File: src/rtl/i2cx_pkg.sv
package i2cx_pkg;
   localparam int BYTE_W = 8;

   typedef enum logic [2:0] {
      ST_IDLE,
      ST_RX,
      ST_ACK,
      ST_TX,
      ST_RACK
   } xfer_st_t;

   typedef enum logic [1:0] {
      PH_ADDR,
      PH_INDEX,
      PH_COUNT,
      PH_DATA
   } wr_ph_t;
endpackage

File: src/rtl/i2cx_sync.sv
module i2cx_sync #(
   parameter int W      = 2,
   parameter int STAGES = 2
) (
   input  logic         clk,
   input  logic         rst_n,
   input  logic [W-1:0] d,
   output logic [W-1:0] q
);
   if (STAGES < 2) begin : g_bad_stages
      $error("i2cx_sync needs at least two stages");
   end

   logic [W-1:0] chain [STAGES];

   always_ff @(posedge clk or negedge rst_n) begin
      if (!rst_n) begin
         for (int i = 0; i < STAGES; i++) chain[i] <= '1;
      end else begin
         chain[0] <= d;
         for (int i = 1; i < STAGES; i++) chain[i] <= chain[i-1];
      end
   end

   assign q = chain[STAGES-1];
endmodule

File: src/rtl/i2cx_cond.sv
module i2cx_cond #(
   parameter int STAGES = 2
) (
   input  logic clk,
   input  logic rst_n,
   input  logic scl_i,
   input  logic sda_i,
   output logic scl_rise,
   output logic scl_fall,
   output logic start_det,
   output logic stop_det,
   output logic sda_s
);
   logic [1:0] lines;
   logic       scl_p, sda_p;

   i2cx_sync #(.W(2), .STAGES(STAGES)) u_sync (
      .clk   (clk),
      .rst_n (rst_n),
      .d     ({scl_i, sda_i}),
      .q     (lines)
   );

   always_ff @(posedge clk or negedge rst_n) begin
      if (!rst_n) begin
         scl_p <= 1'b1;
         sda_p <= 1'b1;
      end else begin
         scl_p <= lines[1];
         sda_p <= lines[0];
      end
   end

   assign scl_rise  = lines[1] & ~scl_p;
   assign scl_fall  = ~lines[1] & scl_p;
   assign start_det = scl_p & lines[1] & sda_p & ~lines[0];
   assign stop_det  = scl_p & lines[1] & ~sda_p & lines[0];
   assign sda_s     = lines[0];
endmodule

File: src/rtl/i2cx_bank.sv
module i2cx_bank #(
   parameter int         NUM_REGS  = 24,
   parameter int         CNT_IDX   = 8,
   parameter logic [7:0] CNT_RST   = 8'h0F,
   parameter int         DEV_IDX   = 7,
   parameter int         VEN_IDX   = 6,
   parameter int         VEN_W     = 4,
   parameter int         STRAP_IDX = 1,
   parameter int         STRAP_W   = 5
) (
   input  logic               clk,
   input  logic               rst_n,
   input  logic               wr_en,
   input  logic [7:0]         wr_addr,
   input  logic [7:0]         wr_data,
   input  logic [7:0]         rd_addr,
   output logic [7:0]         rd_data,
   output logic [7:0]         cnt_o,
   input  logic [7:0]         dev_id,
   input  logic [VEN_W-1:0]   vendor,
   input  logic [STRAP_W-1:0] strap
);
   logic [7:0] view [NUM_REGS];

   for (genvar i = 0; i < NUM_REGS; i++) begin : g_slot
      if (i == DEV_IDX) begin : g_id
         assign view[i] = dev_id;
      end else if (i == VEN_IDX) begin : g_ven
         logic [7-VEN_W:0] q;
         always_ff @(posedge clk or negedge rst_n) begin
            if (!rst_n) q <= '0;
            else if (wr_en && wr_addr == 8'(i)) q <= wr_data[7:VEN_W];
         end
         assign view[i] = {q, vendor};
      end else if (i == STRAP_IDX) begin : g_strap
         logic [7-STRAP_W:0] q;
         always_ff @(posedge clk or negedge rst_n) begin
            if (!rst_n) q <= '0;
            else if (wr_en && wr_addr == 8'(i)) q <= wr_data[7:STRAP_W];
         end
         assign view[i] = {q, strap};
      end else begin : g_rw
         localparam logic [7:0] RST = (i == CNT_IDX) ? CNT_RST : 8'h00;
         logic [7:0] q;
         always_ff @(posedge clk or negedge rst_n) begin
            if (!rst_n) q <= RST;
            else if (wr_en && wr_addr == 8'(i)) q <= wr_data;
         end
         assign view[i] = q;
      end
   end

   always_comb begin
      rd_data = 8'h00;
      for (int i = 0; i < NUM_REGS; i++) begin
         if (rd_addr == 8'(i)) rd_data = view[i];
      end
   end

   assign cnt_o = view[CNT_IDX];
endmodule

File: src/rtl/i2c_idx_regs.sv
module i2c_idx_regs
   import i2cx_pkg::*;
#(
   parameter logic [6:0] DEV_ADDR    = 7'h69,
   parameter int         NUM_REGS    = 24,
   parameter int         CNT_IDX     = 8,
   parameter logic [7:0] CNT_RST     = 8'h0F,
   parameter int         DEV_IDX     = 7,
   parameter int         VEN_IDX     = 6,
   parameter int         VEN_W       = 4,
   parameter int         STRAP_IDX   = 1,
   parameter int         STRAP_W     = 5,
   parameter int         SYNC_STAGES = 2
) (
   input  logic               clk,
   input  logic               rst_n,
   input  logic               scl_i,
   input  logic               sda_i,
   output logic               sda_oe_o,
   output logic               wr_en_o,
   output logic [7:0]         wr_addr_o,
   output logic [7:0]         wr_data_o,
   input  logic [7:0]         dev_id_i,
   input  logic [VEN_W-1:0]   vendor_id_i,
   input  logic [STRAP_W-1:0] strap_i
);
   localparam logic [7:0] LAST_IDX = 8'(NUM_REGS - 1);

   if (NUM_REGS <= CNT_IDX || NUM_REGS > 256) begin : g_bad_depth
      $error("NUM_REGS must cover the length register and fit an 8-bit index");
   end
   if (DEV_IDX >= NUM_REGS || VEN_IDX >= NUM_REGS || STRAP_IDX >= NUM_REGS) begin : g_bad_ro
      $error("read-only registers must lie inside the bank");
   end
   if (CNT_IDX == DEV_IDX || CNT_IDX == VEN_IDX || CNT_IDX == STRAP_IDX ||
       DEV_IDX == VEN_IDX || DEV_IDX == STRAP_IDX || VEN_IDX == STRAP_IDX) begin : g_bad_map
      $error("special register indices must be distinct");
   end
   if (VEN_W < 1 || VEN_W > 7 || STRAP_W < 1 || STRAP_W > 7) begin : g_bad_fields
      $error("read-only field widths must be 1 to 7 bits");
   end

   logic scl_rise, scl_fall, start_det, stop_det, sda_s;

   i2cx_cond #(.STAGES(SYNC_STAGES)) u_cond (
      .clk       (clk),
      .rst_n     (rst_n),
      .scl_i     (scl_i),
      .sda_i     (sda_i),
      .scl_rise  (scl_rise),
      .scl_fall  (scl_fall),
      .start_det (start_det),
      .stop_det  (stop_det),
      .sda_s     (sda_s)
   );

   xfer_st_t   st;
   wr_ph_t     ph;
   logic [2:0] bit_cnt;
   logic       byte_done;
   logic [7:0] shreg;
   logic [7:0] txsh;
   logic [7:0] idx;
   logic [7:0] left;
   logic       rd_mode;
   logic       host_ack;
   logic [7:0] rd_data;
   logic [7:0] len_reg;

   i2cx_bank #(
      .NUM_REGS  (NUM_REGS),
      .CNT_IDX   (CNT_IDX),
      .CNT_RST   (CNT_RST),
      .DEV_IDX   (DEV_IDX),
      .VEN_IDX   (VEN_IDX),
      .VEN_W     (VEN_W),
      .STRAP_IDX (STRAP_IDX),
      .STRAP_W   (STRAP_W)
   ) u_bank (
      .clk     (clk),
      .rst_n   (rst_n),
      .wr_en   (wr_en_o),
      .wr_addr (wr_addr_o),
      .wr_data (wr_data_o),
      .rd_addr (idx),
      .rd_data (rd_data),
      .cnt_o   (len_reg),
      .dev_id  (dev_id_i),
      .vendor  (vendor_id_i),
      .strap   (strap_i)
   );

   function automatic logic [7:0] bump(input logic [7:0] v);
      return (v == 8'hFF) ? v : v + 8'd1;
   endfunction

   always_ff @(posedge clk or negedge rst_n) begin
      if (!rst_n) begin
         st        <= ST_IDLE;
         ph        <= PH_ADDR;
         bit_cnt   <= '0;
         byte_done <= 1'b0;
         shreg     <= '0;
         txsh      <= '1;
         idx       <= '0;
         left      <= '0;
         rd_mode   <= 1'b0;
         host_ack  <= 1'b0;
         wr_en_o   <= 1'b0;
         wr_addr_o <= '0;
         wr_data_o <= '0;
      end else begin
         wr_en_o <= 1'b0;
         if (start_det) begin
            st        <= ST_RX;
            ph        <= PH_ADDR;
            bit_cnt   <= '0;
            byte_done <= 1'b0;
         end else if (stop_det) begin
            st <= ST_IDLE;
         end else begin
            unique case (st)
               ST_RX: begin
                  if (scl_rise) begin
                     shreg   <= {shreg[6:0], sda_s};
                     bit_cnt <= bit_cnt + 3'd1;
                     if (bit_cnt == 3'd7) byte_done <= 1'b1;
                  end else if (scl_fall && byte_done) begin
                     byte_done <= 1'b0;
                     st        <= ST_ACK;
                     unique case (ph)
                        PH_ADDR: begin
                           if (shreg[7:1] == DEV_ADDR) begin
                              rd_mode <= shreg[0];
                              idx     <= '0;
                              left    <= len_reg;
                              ph      <= PH_INDEX;
                           end else begin
                              st <= ST_IDLE;
                           end
                        end
                        PH_INDEX: begin
                           idx <= shreg;
                           ph  <= PH_COUNT;
                        end
                        PH_COUNT: begin
                           left <= shreg;
                           ph   <= PH_DATA;
                        end
                        PH_DATA: begin
                           if (left != 8'd0) begin
                              left <= left - 8'd1;
                              idx  <= bump(idx);
                              if (idx <= LAST_IDX) begin
                                 wr_en_o   <= 1'b1;
                                 wr_addr_o <= idx;
                                 wr_data_o <= shreg;
                              end
                           end
                        end
                        default: ;
                     endcase
                  end
               end
               ST_ACK: begin
                  if (scl_fall) begin
                     bit_cnt <= '0;
                     if (rd_mode) begin
                        st   <= ST_TX;
                        txsh <= len_reg;
                     end else begin
                        st <= ST_RX;
                     end
                  end
               end
               ST_TX: begin
                  if (scl_rise) begin
                     bit_cnt <= bit_cnt + 3'd1;
                     if (bit_cnt == 3'd7) byte_done <= 1'b1;
                  end else if (scl_fall) begin
                     if (byte_done) begin
                        byte_done <= 1'b0;
                        st        <= ST_RACK;
                     end else begin
                        txsh <= {txsh[6:0], 1'b1};
                     end
                  end
               end
               ST_RACK: begin
                  if (scl_rise) begin
                     host_ack <= ~sda_s;
                  end else if (scl_fall) begin
                     if (host_ack) begin
                        st      <= ST_TX;
                        bit_cnt <= '0;
                        if (left != 8'd0) begin
                           txsh <= rd_data;
                           left <= left - 8'd1;
                           idx  <= bump(idx);
                        end else begin
                           txsh <= 8'hFF;
                        end
                     end else begin
                        st <= ST_IDLE;
                     end
                  end
               end
               default: ;
            endcase
         end
      end
   end

   assign sda_oe_o = (st == ST_ACK) || (st == ST_TX && !txsh[7]);
endmodule

File: config.mk
export PLATFORM = sky130hd
export DESIGN_NAME = i2c_idx_regs
export DESIGN_NICKNAME = d
export VERILOG_FILES = /design/src/rtl/i2cx_pkg.sv /design/src/rtl/i2cx_sync.sv /design/src/rtl/i2cx_cond.sv /design/src/rtl/i2cx_bank.sv /design/src/rtl/i2c_idx_regs.sv
export SDC_FILE = /design/constraint.sdc
export NUM_CORES = 1
export LEC_CHECK = 0
export CAP_MARGIN = 25
export CORE_ASPECT_RATIO = 1.4
export CORE_MARGIN = 5
export CORE_UTILIZATION = 40
export CTS_BUF_LIST = sky130_fd_sc_hd__clkbuf_16
export CTS_CLUSTER_DIAMETER = 200
export CTS_CLUSTER_SIZE = 12
export DETAILED_ROUTE_END_ITERATION = 7
export PLACE_DENSITY = 0.56
export SETUP_SLACK_MARGIN = 0.15
export SKIP_CTS_REPAIR_TIMING = 1
export SYNTH_ARGS = -nofsm -noshare
export SYNTH_HDL_FRONTEND = slang
export SYNTH_HIERARCHICAL = 1
export SYNTH_SLANG_ARGS = --single-unit
File: constraint.sdc
create_clock -name clk -period 5.2 [get_ports clk]
set_clock_uncertainty 0.05 [all_clocks]
set_input_delay 0.78 -clock clk [delete_from_list [all_inputs] [get_ports clk]]
set_output_delay 0.78 -clock clk [all_outputs]
set_load 0.01 [all_outputs]
# After elaboration in Yosys (flattened, before gate mapping)
# Index checks and enable logic that the tools add are counted.
[totals]
elab_cells = 294
inputBits = 21
reg_bits = 241
[op_classes]
n_mux = 99
eq_ne = 86
bitwise_logic = 14
add_sub_neg = 3
magnitude_cmp = 1
reduce_logical = 51
[ops]
columns = ["operator", "count"]
rows = [
  ["2-to-1 mux 8 bit", 48],
  ["== test 8 x 4 -> 1 bit (second input constant)", 16],
  ["== test 8 x 5 -> 1 bit (second input constant)", 16],
  ["one-hot mux 8 bit (3 select lines)", 3],
  ["== test 8 x 3 -> 1 bit (second input constant)", 7],
  ["2-to-1 mux 3 bit", 17],
  ["inequality test 4 bit (second input constant)", 10],
  ["== test 8 x 2 -> 1 bit (second input constant)", 4],
  ["one-hot mux 8 bit (2 select lines)", 2],
  ["logical AND 1 bit", 25],
  ["inequality test 2 bit (second input constant)", 11],
  ["2-to-1 mux 2 bit", 10],
  ["AND reduction 10 bit", 2],
  ["inequality test 3 bit (second input constant)", 6],
  ["== test 8 x 1 -> 1 bit (second input constant)", 2],
  ["logical NOT 8 bit", 2],
  ["2-to-1 mux 1 bit", 15],
  ["AND reduction 7 bit", 2],
  ["one-hot mux 3 bit (4 select lines)", 1],
  ["AND reduction 4 bit", 3],
  ["AND reduction 11 bit", 1],
  ["one-hot mux 3 bit (3 select lines)", 1],
  ["AND reduction 9 bit", 1],
  ["adder 8 x 1 -> 8 bit (second input constant)", 1],
  ["28 further kinds", 48],
]

# Longest topological paths before layout
# Gate-level depths: netlist (run 1).
[logic_depth]
ltp_word = 30
mapped_depth = 12

# By module
# Netlist (run 1), hierarchy kept.
[modules_own_cells]
columns = ["mod", "seq_area_each_um2", "cells_each", "n_inst", "area_each_um2"]
rows = [
  ["i2cx_bank", 4384.2, 731, 1, 8793.4],
  ["i2c_idx_regs", 1511.4, 364, 1, 3651.0],
  ["i2cx_sync", 105.1, 6, 1, 120.1],
  ["i2cx_cond", 52.6, 6, 1, 85.1],
]

# Least setup slack after synthesis (run 1)
# No wires, ideal clock.
[synth_timing]
kind = "register -> register"
startpoint = "reg idx[7]"
endpoint = "reg txsh[0]"
setup_slack_ps = 2580
period_less_slack_ps = 2620
n_path_buf = 2
t_arrival_ps = 2488
stages_incl_launch_ff = 12
cell_sequence = "dfrtp_1 > or4b_1 > buf_2 > or3_4 > buf_6 > nor2_1 > a31oi_1 > a32oi_1 > o21ai_0 > nor3_1 > o21ai_0 > mux2_4"
[synth_between]
elab_chain_cells = 30
word_cells_on_any_way = 53
cone_classes = "23 x eq/ne; 29 x mux; 1 x reduce/logical"
[synth_lines]
columns = ["element", "line_no", "source"]
rows = [
  ["start, declared", "i2c_idx_regs.sv:63", "logic [7:0] idx;"],
  ["start signal, assigned", "i2c_idx_regs.sv:143", "idx <= shreg;"],
  ["start signal, assigned", "i2c_idx_regs.sv:153", "idx <= bump(idx);"],
  ["start signal, assigned", "i2c_idx_regs.sv:199", "idx <= bump(idx);"],
  ["logical NOT 8 bit", "i2cx_bank.sv:56", "if (rd_addr == 8'(i)) rd_data = view[i];"],
  ["2-to-1 mux 8 bit (23 in series)", "i2cx_bank.sv:56", ""],
  ["2-to-1 mux 8 bit *", "i2cx_bank.sv:56", ""],
  ["net rd_data[0]", "i2c_idx_regs.sv:67", "logic [7:0] rd_data;"],
  ["2-to-1 mux 8 bit *", "i2c_idx_regs.sv:196", "if (left != 8'd0) begin"],
  ["2-to-1 mux 8 bit *", "i2c_idx_regs.sv:193", "if (host_ack) begin"],
  ["2-to-1 mux 8 bit *", "i2c_idx_regs.sv:192", "end else if (scl_fall) begin"],
  ["2-to-1 mux 8 bit *", "i2c_idx_regs.sv:190", "if (scl_rise) begin"],
  ["one-hot mux 8 bit (3 select lines) *", "i2c_idx_regs.sv:122", "unique case (st)"],
  ["end signal, assigned", "i2c_idx_regs.sv:170", "txsh <= len_reg;"],
  ["end signal, assigned", "i2c_idx_regs.sv:185", "txsh <= {txsh[6:0], 1'b1};"],
  ["end signal, assigned", "i2c_idx_regs.sv:197", "txsh <= rd_data;"],
  ["end, declared", "i2c_idx_regs.sv:62", "logic [7:0] txsh;"],
]
# The timed path passes the listed nets; every way through them passes the cells marked *. The select of a mux whose other input is x is not followed.
# A chain may end at the register's enable or synchronous reset.

# Final worst setup path (run 1)
[layout_timing]
startpoint = "reg idx[0]"
endpoint = "reg txsh[2]"
# Same word-level chain as after synthesis.

==> results.sh, run 1 <==
export IMPL_required_ns=5.63
export IMPL_tritoncts="built"
export IMPL_synth_ff_type="dfrtp_1"
export IMPL_cts_root_buf="clkbuf_16"
export IMPL_clk_latency_ns=0.52
export IMPL_drt_antenna_violating_nets=0
export IMPL_worstPathArrival_ns=3.87
export IMPL_dpl_cell_count=1483
export IMPL_vias=9213
export IMPL_clkTransAtPathRegs_ns=0.07
export IMPL_synth_top_area_share=0.441
export IMPL_ys_ff_latch=241
export IMPL_vdd_drop_max_mv=0.261
export IMPL_slew_headroom=0.271
export IMPL_synthTopCellsByCount="dfrtp_1 (223), mux2_2 (197), o21ai_0 (82), nor2_1 (81), nand2_1 (56)"
export IMPL_portBuffers=38
export IMPL_worstPathMaxFanout=45
export IMPL_synthArstFlopShare=1.00
export IMPL_drtPass1Iterations=6
export IMPL_antenna_cells=0
export IMPL_cts_sinks=241
export IMPL_maxCapViolCount=0
export IMPL_report_final_slew_viol_count=0
export IMPL_grt_max_degree=107
export IMPL_core_area_mm2=0.0314
export IMPL_clk_path_buf_depth=3
export IMPL_cp_start_kind="register"
export IMPL_min_path_type="in2async"
export IMPL_fin_crit_sh=0.663
export IMPL_yosys_cell_count_top_type="dfrtp_1"
export IMPL_finalSetupViolCount=0
export IMPL_yosysWarnings=6
export IMPL_grt_pass1_wl_um=59600
export IMPL_dpl_hpwl_um=25600
export IMPL_yosys_area_top_type="dfrtp_1"
export IMPL_place_congestion=0.921
export IMPL_status="finished clean"
export IMPL_drt_iter0_drc=600
export IMPL_die_w_um=160
export IMPL_overflow=0
export IMPL_drt_wl_total_um=38000
export IMPL_synthCells=1107
export IMPL_power_leakage_nw=6.21
export IMPL_synth_area_mm2=0.0126
export IMPL_antenna_found_initial=0
export IMPL_std_cell_rows=77
export IMPL_instances_no_fill=1528
export IMPL_wl_per_cell_um=24.8
export IMPL_tns_ns=0
export IMPL_initial_utilization=0.403
export IMPL_syn_nets=1137
export IMPL_area_delta_synth_final_pct=11.0
export IMPL_max_freq_mhz=290
export IMPL_critical_path_class="reg2reg"
export IMPL_synth_distinct_cells=89
export IMPL_cts_buffers=24
export IMPL_fp_dieH_um=220
export IMPL_grt_pass1_vias=9635
export IMPL_via_per_inst=6.03
export IMPL_die_area_mm2=0.0353
export IMPL_synthTopCellsByArea="dfrtp_1 (44%), mux2_2 (18%), dfstp_2 (3.7%), o21ai_0 (3.2%), mux2i_1 (2.5%)"
export IMPL_gr_usage_all_layers=0.216
export IMPL_period_minus_slack_ns=3.45
export IMPL_drive_gt1_frac=0.267
export IMPL_whs_ns=0.246
export IMPL_hold_viol=0
export IMPL_synth_edff_count=0
export IMPL_pre_cts_ws_ns=1.81
export IMPL_h_tree_depth=1
export IMPL_pin_count=39
export IMPL_drc=0
export IMPL_final_setup_worst_slack_ns=1.75
export IMPL_power_density_mw_per_mm2=306
export IMPL_synth_area_per_cell_um2=11.4
export IMPL_yosysSeqAreaShare=0.479
export IMPL_worstSetupEndpointType="register"
export IMPL_worstMarginPinSlew_ns=1.09
export IMPL_fin_nets=1145
export IMPL_rsz0062_at_grt="false"
==> final timing paths <==
check	slack (ns)	start	endpoint	cells past startpoint
setup / recovery	1.75	idx[0]	txsh[2]	9
hold / removal	0.25	rst_n	wr_data_o[5]	1
setup reg to reg	1.75	idx[0]	txsh[2]	9
hold reg to reg	0.31	u_cond/u_sync/chain[2]	u_cond/u_sync/q[0]	0
max in group asynchronous	3.68	rst_n	u_bank/g_slot[13].g_rw.q[7]	2
min in group clk	0.31	u_cond/u_sync/chain[2]	u_cond/u_sync/q[0]	0
==> power breakdown <==
part / leakage (nW) / switching (mW) / internal [mW]
Combinational: 2.52 / 0.325 / 0.271
Sequential: 3.28 / 0.131 / 1.97
Clock: 0.410 / 0.735 / 0.864
==> critical path, cell delays in order, from the launching register on <==
cell       delay (ns)
dfrtp_4          0.85
clkinv_1         0.64
nor2_1           0.53
a2111oi_0        0.22
o22ai_1          0.32
a31oi_1          0.18
o22ai_1          0.20
o21ai_0          0.10
o21ai_0          0.12
mux2_4           0.16
==> registers in the layout, indices dropped and copies added, names as in the netlist, 4 cells and up <==
signal and flops:
left 8, u_bank/g_slot.g_rw.q 160, u_bank/cnt_o 8, shreg 8
wr_data_o 8, idx 8, u_bank/g_slot.g_ven.q 4, wr_addr_o 8
txsh 8
==> cells in the final DEF (no fill, tap or decap), drive strengths merged, types with 23 or more instances in the layout <==
master / instances
dfrtp: 223
nor2b: 23
nand2: 57
mux2i: 32
a21oi: 33
o21ai: 85
clkbuf: 25
nor2: 82
mux2: 212
inv: 34
clkdlybuf4s50: 37
==> layout make-up <==
| cell class | count | area [µm²] |
|---|---|---|
| fillers | 2942 | 17400 |
| multi-input cells | 779 | 6190 |
| flip-flops and latches | 241 | 6060 |
| clock buffers | 25 | 626 |
| repair buffers | 52 | 531 |
| well taps | 395 | 494 |
| clock inverters | 19 | 78.8 |
| inverters | 17 | 63.8 |
==> kinds of logic after synthesis <==
group,after synthesis,synth area share
DFF,241,0.479
buffers and inverters,87,0.0324
adders and majority gates,9,0.00890
muxes,252,0.231
AOI/OAI and AO/OA,253,0.134
and+or+nand+nor,265,0.116
==> metrics by stage <==
step	power (mW)	util	area, µm²
6_report	4.30	0.447	14000
5_1_grt	4.50	0.447	14000
4_1_cts	4.35	0.446	14000
3_5_place_dp	2.73	0.424	13300
3_3_place_gp	2.73	0.423	13300
2_1_floorplan	2.56	-	12600
==> metal layers <==
layer / share of wire / up-vias / GRT usage
met5: 0 / - / 0
met4: 0.054 / 0 / 0.112
met3: 0.036 / 101 / 0.0222
met2: 0.50 / 258 / 0.379
met1: 0.41 / 4723 / 0.265
li1: - / 4131 / -
(Power assumes the default switching activity.)
==> inputs of run 2 (changes only) <==
PLACE_DENSITY = 0.58   (was 0.56)
clock period = 3.1 ns   (was 5.2 ns; I/O delays follow)
==> run 2 against run 1 <==
  * Maximum frequency up 17%
  * First-iteration DRC count down 0.17%
  * Critical endpoint is now txsh[6]
  * Via count up 1.9%
  * Core utilization up 1.6 points
  * Final area up 3.5%
  * Hold slack better by 0.045 ns
  * Critical path type unchanged
  * Clock-buffer cell count unchanged
  * Non-clock buffer count up 58
  * Clock power up 69%
==> results.sh, run 2 (synthesis gave the netlist of run 1 again) <==
export IMPL_fin_nets=1203
export IMPL_final_cell_mix="dfrtp_1 (219), mux2_2 (197), o21ai_0 (82)"
export IMPL_max_freq_mhz=340
export IMPL_fin_crit_sh=0.949
export IMPL_report_final_slew_viol_count=0
export IMPL_slowest_stage="dfrtp_4"
export IMPL_grt_max_degree=80
export IMPL_worstPathArrival_ns=3.36
export IMPL_h_tree_depth=1
export IMPL_reg2reg_from="idx[0]"
export IMPL_critical_path_class="reg2reg"
export IMPL_ff2ff_path_depth=10
export IMPL_initial_utilization=0.403
export IMPL_multi_input_area_mm2=0.00622
export IMPL_core_area_mm2=0.0314
export IMPL_worstSetupPathDepth=10
export IMPL_drc=0
export IMPL_antenna_cells=0
export IMPL_clkTransAtPathRegs_ns=0.06
export IMPL_vias=9384
export IMPL_pin_count=39
export IMPL_vdd_drop_max_mv=0.511
export IMPL_hold_path_startpoint="scl_i"
export IMPL_drtPass1Iterations=5
export IMPL_fp_dieH_um=220
export IMPL_rr_endpoint="txsh[6]"
export IMPL_antenna_found_initial=0
export IMPL_cts_root_buf="clkbuf_16"
export IMPL_overflow=0
export IMPL_worstSetupEndpointType="register"
export IMPL_place_congestion=0.870
export IMPL_drt_iter0_drc=599
export IMPL_min_path_type="in2reg"
export IMPL_std_cell_rows=77
export IMPL_critical_path_max_stage_delay_ns=0.61
export IMPL_period_minus_slack_ns=2.94
export IMPL_final_seq_area_mm2=0.00606
export IMPL_power_density_mw_per_mm2=498
export IMPL_die_area_mm2=0.0353
export IMPL_die_w_um=160
export IMPL_largest_reg_flops=160
export IMPL_drt_antenna_violating_nets=0
export IMPL_cp_start_kind="register"
export IMPL_gr_usage_all_layers=0.220
export IMPL_required_ns=3.52
export IMPL_dpl_hpwl_um=27100
export IMPL_cp_num_buf_inv=2
export IMPL_portBuffers=38
export IMPL_area_delta_synth_final_pct=14.9
export IMPL_maxCapViolCount=0
export IMPL_finalSetupViolCount=0
export IMPL_grt_pass1_vias=9837
export IMPL_drive_gt1_frac=0.310
export IMPL_grt_pass1_wl_um=60600
export IMPL_drt_wl_total_um=38800
export IMPL_clk_path_buf_depth=3
export IMPL_crit_path_cell_trace="buf_12, nor2b_1, a221oi_1, a21oi_1, o311ai_1, buf_4, a21oi_1, o21ai_0, o21ai_0, mux2_4"
export IMPL_cts_sinks=241
export IMPL_p_total_mw=7.24
export IMPL_worstPathMaxFanout=17
export IMPL_status="finished clean"
export IMPL_cts_buffers=24
export IMPL_crit_end="txsh[6]"
export IMPL_tns_ns=0
export IMPL_rsz0062_at_grt="true"
export IMPL_cp_startpoint="idx[0]"
export IMPL_tritoncts="built"
export IMPL_slew_headroom=0.300
export IMPL_worstMarginPinSlew_ns=1.05
export IMPL_final_common_cell="dfrtp_1"
export IMPL_power_leakage_nw=6.51
export IMPL_path_delay_family="compound AO/OA/AOI/OAI gates"
export IMPL_top_register="u_bank/g_slot.g_rw.q"
export IMPL_clk_latency_ns=0.53
export IMPL_rrSetupSlack_ns=0.16
export IMPL_via_per_inst=5.92
export IMPL_hold_viol=0
export IMPL_wl_per_cell_um=24.5
export IMPL_nFillCells=2958
run 2: cell types whose count changed in the layout (fill, tap and decap cells not counted), moves of 2 or more:
cell | previous run | this run
nor2_2 | 1 | 3
buf_4 | 11 | 66
buf_12 | 1 | 4
nor2_1 | 81 | 79
run 2: per-layer routing:
metal	global-route usage	wire length, µm	up-vias
li1	-	-	4245
met4	0.0961	1740	0
met1	0.272	15800	4769
met5	0	0	-
met3	0.0261	1770	91
met2	0.389	19600	279
run 2: cell type report:
class	count	area share
tap	395	0.0340
sequential	241	0.417
timing repair buffer	110	0.0679
multi-input combinational	779	0.428
inverter	17	0.00465
clock inverter	19	0.00542
clock buffer	25	0.0431
run 2: worst min path at each step:
stage | to | slack, ns | depth (start not counted)
after floorplan | bit_cnt[0] | 0.12 | 0
after global placement | u_cond/u_sync/q[0] | 0.30 | 0
after detailed placement | u_cond/u_sync/q[0] | 0.30 | 0
after CTS | wr_data_o[7] | -0.12 | 1
after global routing | u_cond/u_sync/chain[3] | 0.27 | 1
final | u_cond/u_sync/chain[3] | 0.29 | 1
run 2: metrics by stage:
step | utilization | std cells | instance area (µm²) | hold WS (ns) | worst slack [ns]
2_1_floorplan | - | 1107 | 12600 | 0.119 | 0.480
3_3_place_gp | 0.438 | 1540 | 13800 | 0.300 | 0.198
3_5_place_dp | 0.438 | 1540 | 13800 | 0.298 | 0.0349
4_1_cts | 0.461 | 1584 | 14500 | -0.124 | 0.0268
5_1_grt | 0.463 | 1586 | 14500 | 0.271 | 0.0824
6_report | 0.463 | 1586 | 14500 | 0.290 | 0.157
run 2: where the power goes:
group,switching [mW],leakage [nW],internal [mW]
Clock,1.26,0.410,1.45
Sequential,0.192,3.28,3.31
Combinational,0.561,2.82,0.471
Total,2.01,6.51,5.23
